**src/rtl/serial_rx_pkg.sv**
```systemverilog
package serial_rx_pkg;

    localparam int WLEN_W = 2;

    typedef enum logic [2:0] {
        PH_IDLE,
        PH_START,
        PH_DATA,
        PH_PARITY,
        PH_STOP
    } rx_phase_e;

endpackage

```
**src/rtl/serial_rx_sync.sv**
```systemverilog
module serial_rx_sync #(
    parameter int STAGES = 2
) (
    input  logic clk_i,
    input  logic rst_ni,
    input  logic din_i,
    output logic dout_o
);
    logic [STAGES-1:0] chain_d, chain_q;

    generate
        if (STAGES == 1) begin : g_one
            always_comb chain_d = din_i;
        end else begin : g_many
            always_comb chain_d = {chain_q[STAGES-2:0], din_i};
        end
    endgenerate

    always_ff @(posedge clk_i or negedge rst_ni) begin
        if (!rst_ni) chain_q <= '1;
        else         chain_q <= chain_d;
    end

    assign dout_o = chain_q[STAGES-1];
endmodule

```
**src/rtl/serial_rx_frame.sv**
```systemverilog
module serial_rx_frame
    import serial_rx_pkg::*;
#(
    parameter int MAX_BITS = 8,
    parameter int OVS      = 16
) (
    input  logic                clk_i,
    input  logic                rst_ni,
    input  logic                rx_s_i,
    input  logic [WLEN_W-1:0]   cfg_wlen_i,
    input  logic                cfg_par_en_i,
    input  logic                cfg_par_odd_i,
    output logic                xfer_o,
    output logic [MAX_BITS-1:0] data_o,
    output logic                par_bad_o,
    output logic                stop_o
);
    localparam int CNT_W    = $clog2(OVS);
    localparam int IDX_W    = $clog2(MAX_BITS);
    localparam int MIN_BITS = MAX_BITS - 3;
    localparam logic [CNT_W-1:0] MID_TICK  = CNT_W'(OVS/2 - 1);
    localparam logic [CNT_W-1:0] LAST_TICK = CNT_W'(OVS - 1);

    typedef struct packed {
        rx_phase_e           phase;
        logic [CNT_W-1:0]    cnt;
        logic [IDX_W-1:0]    bit_idx;
        logic [MAX_BITS-1:0] shreg;
        logic                par_acc;
        logic                par_bad;
        logic                rx_prev;
    } frame_t;

    frame_t d, q;
    logic [IDX_W:0] nbits, shamt;
    logic           xfer;

    always_comb begin
        nbits = MIN_BITS[IDX_W:0] + {{(IDX_W-1){1'b0}}, cfg_wlen_i};
        shamt = MAX_BITS[IDX_W:0] - nbits;
    end

    always_comb begin
        d         = q;
        xfer      = 1'b0;
        d.rx_prev = rx_s_i;
        unique case (q.phase)
            PH_IDLE: begin
                if (q.rx_prev && !rx_s_i) begin
                    d.phase   = PH_START;
                    d.cnt     = '0;
                    d.bit_idx = '0;
                    d.shreg   = '0;
                    d.par_acc = 1'b0;
                    d.par_bad = 1'b0;
                end
            end
            PH_START: begin
                if (q.cnt == MID_TICK) begin
                    d.cnt   = '0;
                    d.phase = rx_s_i ? PH_IDLE : PH_DATA;
                end else begin
                    d.cnt = q.cnt + 1'b1;
                end
            end
            PH_DATA: begin
                if (q.cnt == LAST_TICK) begin
                    d.cnt     = '0;
                    d.shreg   = {rx_s_i, q.shreg[MAX_BITS-1:1]};
                    d.par_acc = q.par_acc ^ rx_s_i;
                    d.bit_idx = q.bit_idx + 1'b1;
                    if ({1'b0, q.bit_idx} == nbits - 1'b1)
                        d.phase = cfg_par_en_i ? PH_PARITY : PH_STOP;
                end else begin
                    d.cnt = q.cnt + 1'b1;
                end
            end
            PH_PARITY: begin
                if (q.cnt == LAST_TICK) begin
                    d.cnt     = '0;
                    d.par_bad = ((q.par_acc ^ rx_s_i) != cfg_par_odd_i);
                    d.phase   = PH_STOP;
                end else begin
                    d.cnt = q.cnt + 1'b1;
                end
            end
            PH_STOP: begin
                if (q.cnt == LAST_TICK) begin
                    d.cnt   = '0;
                    xfer    = 1'b1;
                    d.phase = PH_IDLE;
                end else begin
                    d.cnt = q.cnt + 1'b1;
                end
            end
            default: d.phase = PH_IDLE;
        endcase
    end

    always_ff @(posedge clk_i or negedge rst_ni) begin
        if (!rst_ni) begin
            q         <= '0;
            q.phase   <= PH_IDLE;
            q.rx_prev <= 1'b1;
        end else begin
            q <= d;
        end
    end

    assign xfer_o    = xfer;
    assign data_o    = q.shreg >> shamt;
    assign par_bad_o = q.par_bad;
    assign stop_o    = rx_s_i;
endmodule

```
**src/rtl/serial_rx_status.sv**
```systemverilog
module serial_rx_status #(
    parameter int MAX_BITS = 8
) (
    input  logic                clk_i,
    input  logic                rst_ni,
    input  logic                xfer_i,
    input  logic [MAX_BITS-1:0] data_i,
    input  logic                par_bad_i,
    input  logic                stop_i,
    input  logic                clr_ni,
    output logic [MAX_BITS-1:0] data_o,
    output logic                valid_o,
    output logic                ovr_o,
    output logic                frm_o,
    output logic                par_o
);
    typedef struct packed {
        logic [MAX_BITS-1:0] data;
        logic                valid;
        logic                ovr;
        logic                frm;
        logic                par;
        logic                fin;
        logic                stop;
    } stat_t;

    stat_t d, q;

    always_comb begin
        d     = q;
        d.fin = xfer_i;
        if (xfer_i) begin
            d.data = data_i;
            d.ovr  = q.valid;
            d.par  = par_bad_i;
            d.stop = stop_i;
        end
        if (q.fin) begin
            d.valid = 1'b1;
            d.frm   = !q.stop;
        end else if (!clr_ni) begin
            d.valid = 1'b0;
        end
    end

    always_ff @(posedge clk_i or negedge rst_ni) begin
        if (!rst_ni) q <= '0;
        else         q <= d;
    end

    assign data_o  = q.data;
    assign valid_o = q.valid;
    assign ovr_o   = q.ovr;
    assign frm_o   = q.frm;
    assign par_o   = q.par;
endmodule

```
**src/rtl/serial_rx_unit.sv**
```systemverilog
module serial_rx_unit
    import serial_rx_pkg::*;
#(
    parameter int MAX_BITS    = 8,
    parameter int OVS         = 16,
    parameter int SYNC_STAGES = 2
) (
    input  logic                clk_i,
    input  logic                rst_ni,
    input  logic                rx_i,
    input  logic [1:0]          cfg_wlen_i,
    input  logic                cfg_par_en_i,
    input  logic                cfg_par_odd_i,
    input  logic                dr_clr_ni,
    output logic [MAX_BITS-1:0] rx_data_o,
    output logic                rx_valid_o,
    output logic                ovr_err_o,
    output logic                frm_err_o,
    output logic                par_err_o
);
    logic                rx_s;
    logic                xfer;
    logic [MAX_BITS-1:0] xfer_data;
    logic                xfer_par_bad;
    logic                xfer_stop;

    serial_rx_sync #(.STAGES(SYNC_STAGES)) i_sync (
        .clk_i  (clk_i),
        .rst_ni (rst_ni),
        .din_i  (rx_i),
        .dout_o (rx_s)
    );

    serial_rx_frame #(.MAX_BITS(MAX_BITS), .OVS(OVS)) i_frame (
        .clk_i         (clk_i),
        .rst_ni        (rst_ni),
        .rx_s_i        (rx_s),
        .cfg_wlen_i    (cfg_wlen_i),
        .cfg_par_en_i  (cfg_par_en_i),
        .cfg_par_odd_i (cfg_par_odd_i),
        .xfer_o        (xfer),
        .data_o        (xfer_data),
        .par_bad_o     (xfer_par_bad),
        .stop_o        (xfer_stop)
    );

    serial_rx_status #(.MAX_BITS(MAX_BITS)) i_status (
        .clk_i     (clk_i),
        .rst_ni    (rst_ni),
        .xfer_i    (xfer),
        .data_i    (xfer_data),
        .par_bad_i (xfer_par_bad),
        .stop_i    (xfer_stop),
        .clr_ni    (dr_clr_ni),
        .data_o    (rx_data_o),
        .valid_o   (rx_valid_o),
        .ovr_o     (ovr_err_o),
        .frm_o     (frm_err_o),
        .par_o     (par_err_o)
    );
endmodule

```
**config.mk**
```make
export PLATFORM = sky130hd
export DESIGN_NAME = serial_rx_unit
export DESIGN_NICKNAME = d
export VERILOG_FILES = /design/src/rtl/serial_rx_pkg.sv /design/src/rtl/serial_rx_sync.sv /design/src/rtl/serial_rx_frame.sv /design/src/rtl/serial_rx_status.sv /design/src/rtl/serial_rx_unit.sv
export SDC_FILE = /design/constraint.sdc
export NUM_CORES = 1
export LEC_CHECK = 0
export BUFFER_PORTS_ARGS = -buffer_cell sky130_fd_sc_hd__buf_4
export CORE_AREA = 2 2 59 61
export DETAILED_ROUTE_END_ITERATION = 6
export DIE_AREA = 0 0 61 63
export MAX_ROUTING_LAYER = met4
export PLACE_DENSITY_LB_ADDON = 0.05
export RECOVER_POWER = 50
export SLEW_MARGIN = 10
export SYNTH_ARGS = -nofsm -noshare
export SYNTH_HDL_FRONTEND = slang
export SYNTH_SLANG_ARGS = --single-unit
```
**constraint.sdc**
```tcl
create_clock -name clk_i -period 3.88 [get_ports clk_i]
set_clock_uncertainty 0.2 [all_clocks]
set_input_delay 0.582 -clock clk_i [delete_from_list [all_inputs] [get_ports clk_i]]
set_output_delay 0.582 -clock clk_i [all_outputs]
set_load 0.03 [all_outputs]
```
# == Word level (Yosys, flattened, before mapping) ==
# Index checks and enable logic that the tools add are counted.
# totals
regBits,37
input_bits,8
output_inout_bits,12
# classes
eq_ne,15
n_addsub,5
n_mux,20
n_shift,1
n_bitwise,1
reduce_logical,12
# op_table
cell,count
12-bit one-hot mux with 2 select lines,1
20-bit two-way mux,1
3-bit two-way mux,6
3-bit one-hot mux with 5 select lines,1
2-bit by 1-bit inequality test with 1-bit output (second input constant),7
12-bit two-way mux,1
4-bit one-hot mux with 3 select lines,1
4-bit two-way mux,2
8-bit by 4-bit right shift with 8-bit output,1
3-bit by 2-bit == test with 1-bit output (second input constant),2
3-bit AND reduction,2
6-bit AND reduction,1
1-bit two-way mux,5
3-bit by 2-bit adder with 4-bit output (first input constant),1
4-bit by 1-bit adder with 4-bit output (second input constant),1
3-bit by 4-bit == test with 1-bit output,1
4-bit by 3-bit == test with 1-bit output (second input constant),1
4-bit == test (second input constant),1
2-bit nonzero test,2
4-bit by 1-bit subtractor with 4-bit output (second input constant),1
4-bit subtractor (first input constant),1
3-bit by 1-bit adder with 3-bit output (second input constant),1
3-bit by 1-bit == test with 1-bit output (second input constant),1
3-bit == test (second input constant),1
other kinds (10),11

# == Logic depth before layout (Yosys ltp) ==
# logic_depth
word_depth,6
ltp_mapped,7
mapped_depth_nobuf,5

# == Modules after synthesis ==
# From an unflattened synthesis, not the netlist that was laid out.
# hier_totals
hier_cells,178
area_unflattened_um2,1990.7
# by_module_without_submodules
module,n_inst,cells_each,area_per_inst_um2
serial_rx_frame,1,139,1338.8
serial_rx_status,1,37,599.3
serial_rx_sync,1,2,52.6

# == Worst setup path after synthesis ==
# No wires, ideal clock.
# synth_timing
path_type,input port to flip-flop
startpoint,in cfg_wlen_i[1]
endpoint,reg i_frame.q[19] in the netlist's numbering
arrival_ps,1642
path_stages,5
n_path_buf,1
setup_ps,121
required_time_ps,3559
path_slack_ps,1916
path_cell_list,buf_2 -> xnor2_1 -> a41oi_1 -> or4_4 -> o22a_1
# synth_via
elab_chain_cells,5
# synth_lines
element,line,rtl
"start, declared",serial_rx_unit.sv:11,"input logic [1:0] cfg_wlen_i,"
3-bit by 2-bit adder with 4-bit output,serial_rx_frame.sv:39,"nbits = MIN_BITS[IDX_W:0] + {{(IDX_W-1){1'b0}}, cfg_wlen_i};"
4-bit by 1-bit subtractor with 4-bit output,serial_rx_frame.sv:72,"if ({1'b0, q.bit_idx} == nbits - 1'b1)"
3-bit by 4-bit == test with 1-bit output,serial_rx_frame.sv:72,
2-bit by 1-bit inequality test with 1-bit output (no line),-,
6-bit AND reduction (no line),-,
"end, declared",serial_rx_frame.sv:34,"frame_t d, q;"
# No other way between the ends.
# A chain may end at the register's enable or synchronous reset.

==> summary.md <==
| Metric | Value |
|---|---|
| Outcome | finished with violations |
| Failing checks | max-capacitance violations, max-slew violations |
| Cell breakdown of the critical path | dlygate4sd3_1 -> clkbuf_1 |
| Multi-input logic area | 846 um^2 |
| Clk sink count | 37 |
| WHS Path Cells | 1 |
| Post-synth EDFFs | 0 |
| CTS-repair resized insts | 0 |
| Antenna-violating nets left | 0 |
| Syn Area/Cell | 10.2 um^2 |
| Worst Path Max Fanout | 37 |
| WL final | 3460 um |
| Static leakage | 0.971 nW |
| Tmin final | 2.62 ns |
| Synth warn | 0 |
| Synthesized instance count | 186 |
| Initial antenna violation count | 0 |
| Worst-skew pair later-pin latency | 0.34 ns |
| DP HPWL | 2480 um |
| Post-synth top flop | dfrtp_1 |
| Worst-path clk slew | 0.10 ns |
| GRT Util Overall | 0.214 |
| Syn_nets | 196 |
| Initial Util | 0.588 |
| Required @ worst endpoint | 3.76 ns |
| Avg WL per Cell | 14.2 um |
| Design area | 0.00209 mm^2 |
| Vias in the first global route | 1,347 |
| Final Max Tran Viols | 38 |
| Hold_sp | rx_i |
| Initial DRC count | 75 |
| Asr flop ratio synth | 1.00 |
| Peak VDD IR | 0.370 mV |
| CP arrival | 2.50 ns |
| Setup TNS | 0 ns |
| Dpl cell area | 0.00201 mm^2 |
| Vert. Die Dim | 63 um |
| RSZ-0062 raised after global routing | false |
| Die width | 61 um |
| Reg-to-reg setup timing slack | 1.46 ns |
| Setup CP Type | primary input to asynchronous set/reset pin |
| CP top delay family | buffers and inverters |
| CTS tree | done |
| Setup violators final | 0 |
| Via/cell ratio | 5.53 |
| N_diodes | 0 |
| Standard-cell rows | 21 |
| Post-synthesis sequential area ratio | 0.489 |
| CP startpoint kind | primary input |
| Fillers | 284 |
| Synth Cell Area | 0.00190 mm^2 |
| Max-cap violations | 1 |
| Largest net degree at the start of global routing | 38 |
| Total CTS buffers | 5 |
| CTS root buffer | clkbuf_4 |
| First-pass GRT wire length | 6010 um |
| DRC Markers | 0 |
| FF-to-FF path depth | 5 |
| Synth cell types | 45 |
| Area delta synth->final | 10.1% |
| Slew margin rel. | -0.291 |
| Hold WC Path Type | primary input to register |
| Gp weighted congestion | 0.905 |
| FF-to-FF Start | i_frame.q[14] |
| Core area | 0.00323 mm^2 |
| Least-Margin Pin Slew | 1.94 ns |
| Reg2reg end | i_status.data_o[3] |
| Synth Register Bits | 37 |
| Final period utilization | 0.675 |
| First-pass DRT Iterations | 4 |
| Hold Path End | i_sync.chain_q[0] |
| Critical path's slowest cell | clkbuf_1 |
| Gr ovfl total | 0 |
| Crit path largest cell delay | 1.39 ns |
| Die area | 0.00384 mm^2 |
| Achievable Freq | 382 MHz |
| Clock Tree Buf Depth | 2 |
| Port bufs | 19 |
| Register area | 930 um^2 |
| I/O Pins | 20 |
| PwrDens | 564 mW/mm^2 |
| Layout Nets | 207 |
| H-tree level count | 2 |
| Final Hold Viols | 0 |
| CP bufs+invs | 2 |
| Layout cells sized above 1 | 0.197 |
| Vias | 1,350 |
| CP endpoint kind | asynchronous set/reset pin |
[layout make-up]
cell class	count	area share
clock inverter	1	0.0143
inverter	8	0.0143
clock buffer	7	0.0263
sequential	37	0.444
timing repair buffer	20	0.0693
tap	46	0.0275
multi-input combinational	125	0.404
[synthesized netlist by cell type (all sizes together) (2+ instances only)]
| library cell | instances | area [um^2] |
|---|---|---|
| nand2 | 22 | 82.6 |
| nor3 | 5 | 25.0 |
| a21oi | 3 | 15.0 |
| and3 | 2 | 17.5 |
| a22o | 6 | 52.6 |
| or3 | 3 | 18.8 |
| xnor2 | 5 | 43.8 |
| nand2b | 4 | 25.0 |
| o22a | 3 | 26.3 |
| inv | 8 | 30.0 |
| nand3 | 6 | 35.0 |
| buf | 11 | 77.6 |
| o32ai | 2 | 17.5 |
| mux2i | 7 | 70.1 |
| ha | 2 | 25.0 |
| mux2 | 9 | 101 |
| o21ai | 15 | 75.1 |
| dfrtp | 34 | 851 |
| clkbuf | 5 | 18.8 |
| nor2b | 2 | 12.5 |
| nor2 | 10 | 37.5 |
| dfstp | 3 | 78.8 |
| a21o | 2 | 15.0 |
[worst max path at each step]
stage | start | end | slack (ns) | cells after the start
finish | rst_ni | i_frame.q[15] | 1.26 | 2
global route | rst_ni | i_frame.q[19] | 0.80 | 2
CTS | i_frame.q[15] | i_status.data_o[3] | 1.48 | 5
detailed placement | i_frame.q[15] | i_status.data_o[3] | 1.49 | 5
global placement | i_frame.q[14] | i_status.data_o[4] | 1.61 | 5
floorplan | cfg_wlen_i[1] | i_frame.q[19] | 1.92 | 5
[power breakdown]
part	internal, W	switching (W)
Combinational	0.000173	0.000204
Sequential	0.000437	0.0000884
Clock	0.000154	0.000125
[metal layers]
layer  part of all wire  track usage  up-vias
met5                  0            -        -
met4              0.023       0.0924        0
met3              0.029       0.0373        8
met2               0.51        0.348       22
met1               0.44        0.255      645
li1                   -            -      675
[through the flow]
stage / setup slack [ns] / cells / power, W / hold slack (ns) / utilization
6_report: 1.26 / 244 / 0.00118 / 0.133 / 0.648
5_1_grt: 0.799 / 244 / 0.00126 / 0.117 / 0.648
4_1_cts: 1.48 / 244 / 0.00118 / 0.132 / 0.650
3_5_place_dp: 1.49 / 235 / 0.000904 / 0.149 / 0.621
3_3_place_gp: 1.61 / 235 / 0.000889 / 0.147 / 0.621
2_1_floorplan: 1.92 / 186 / 0.000821 / 0.0864 / -
[timing repair]
action | 4_1_cts | 5_1_grt
buffers inserted | 0 | 0
endpoints found under the hold margin | 34 | 0
hold buffers | 1 | 0
[placed cells by master, fill, tap and decap left out, types with 2 or more instances in the layout]
master / synthesis / final
a21o_1: 2 / 2
mux2i_1: 7 / 7
dfrtp_1: 34 / 34
o32ai_1: 2 / 2
dfstp_2: 3 / 2
xnor2_1: 5 / 5
nor2_1: 10 / 10
mux2_2: 8 / 8
a22o_1: 6 / 6
inv_1: 8 / 8
buf_4: 9 / 16
nand3_1: 5 / 5
o22a_1: 3 / 3
o21ai_1: 4 / 4
o21ai_0: 11 / 11
clkbuf_4: 0 / 6
clkbuf_1: 5 / 3
nor2b_1: 2 / 2
or3_1: 3 / 3
nor3_1: 5 / 5
nand2b_1: 4 / 4
ha_1: 2 / 2
nand2_1: 22 / 22
a21oi_1: 3 / 3
[state kept, by name (all words and copies together) (netlist names)]
name               cells
i_frame.par_bad_o      1
i_frame.q             20
i_status.q             2
i_sync.chain_q         2
i_status.valid_o       1
i_status.data_o        8
i_status.frm_o         1
i_status.par_o         1
i_status.ovr_o         1
[cell families (layout without fill, tap and decap cells)]
logic type,Yosys count,in the layout,share of synthesized area
AND/OR/NAND/NOR,59,59,0.155
flip-flops,37,37,0.489
XOR/XNOR,5,5,0.0230
multiplexers,16,16,0.0901
AO/OA/AOI/OAI,42,42,0.159
buffers and inverters,24,36,0.0664
adder cells (fa/ha/maj),3,3,0.0184
No activity file was read; power rests on OpenSTA's default activity.
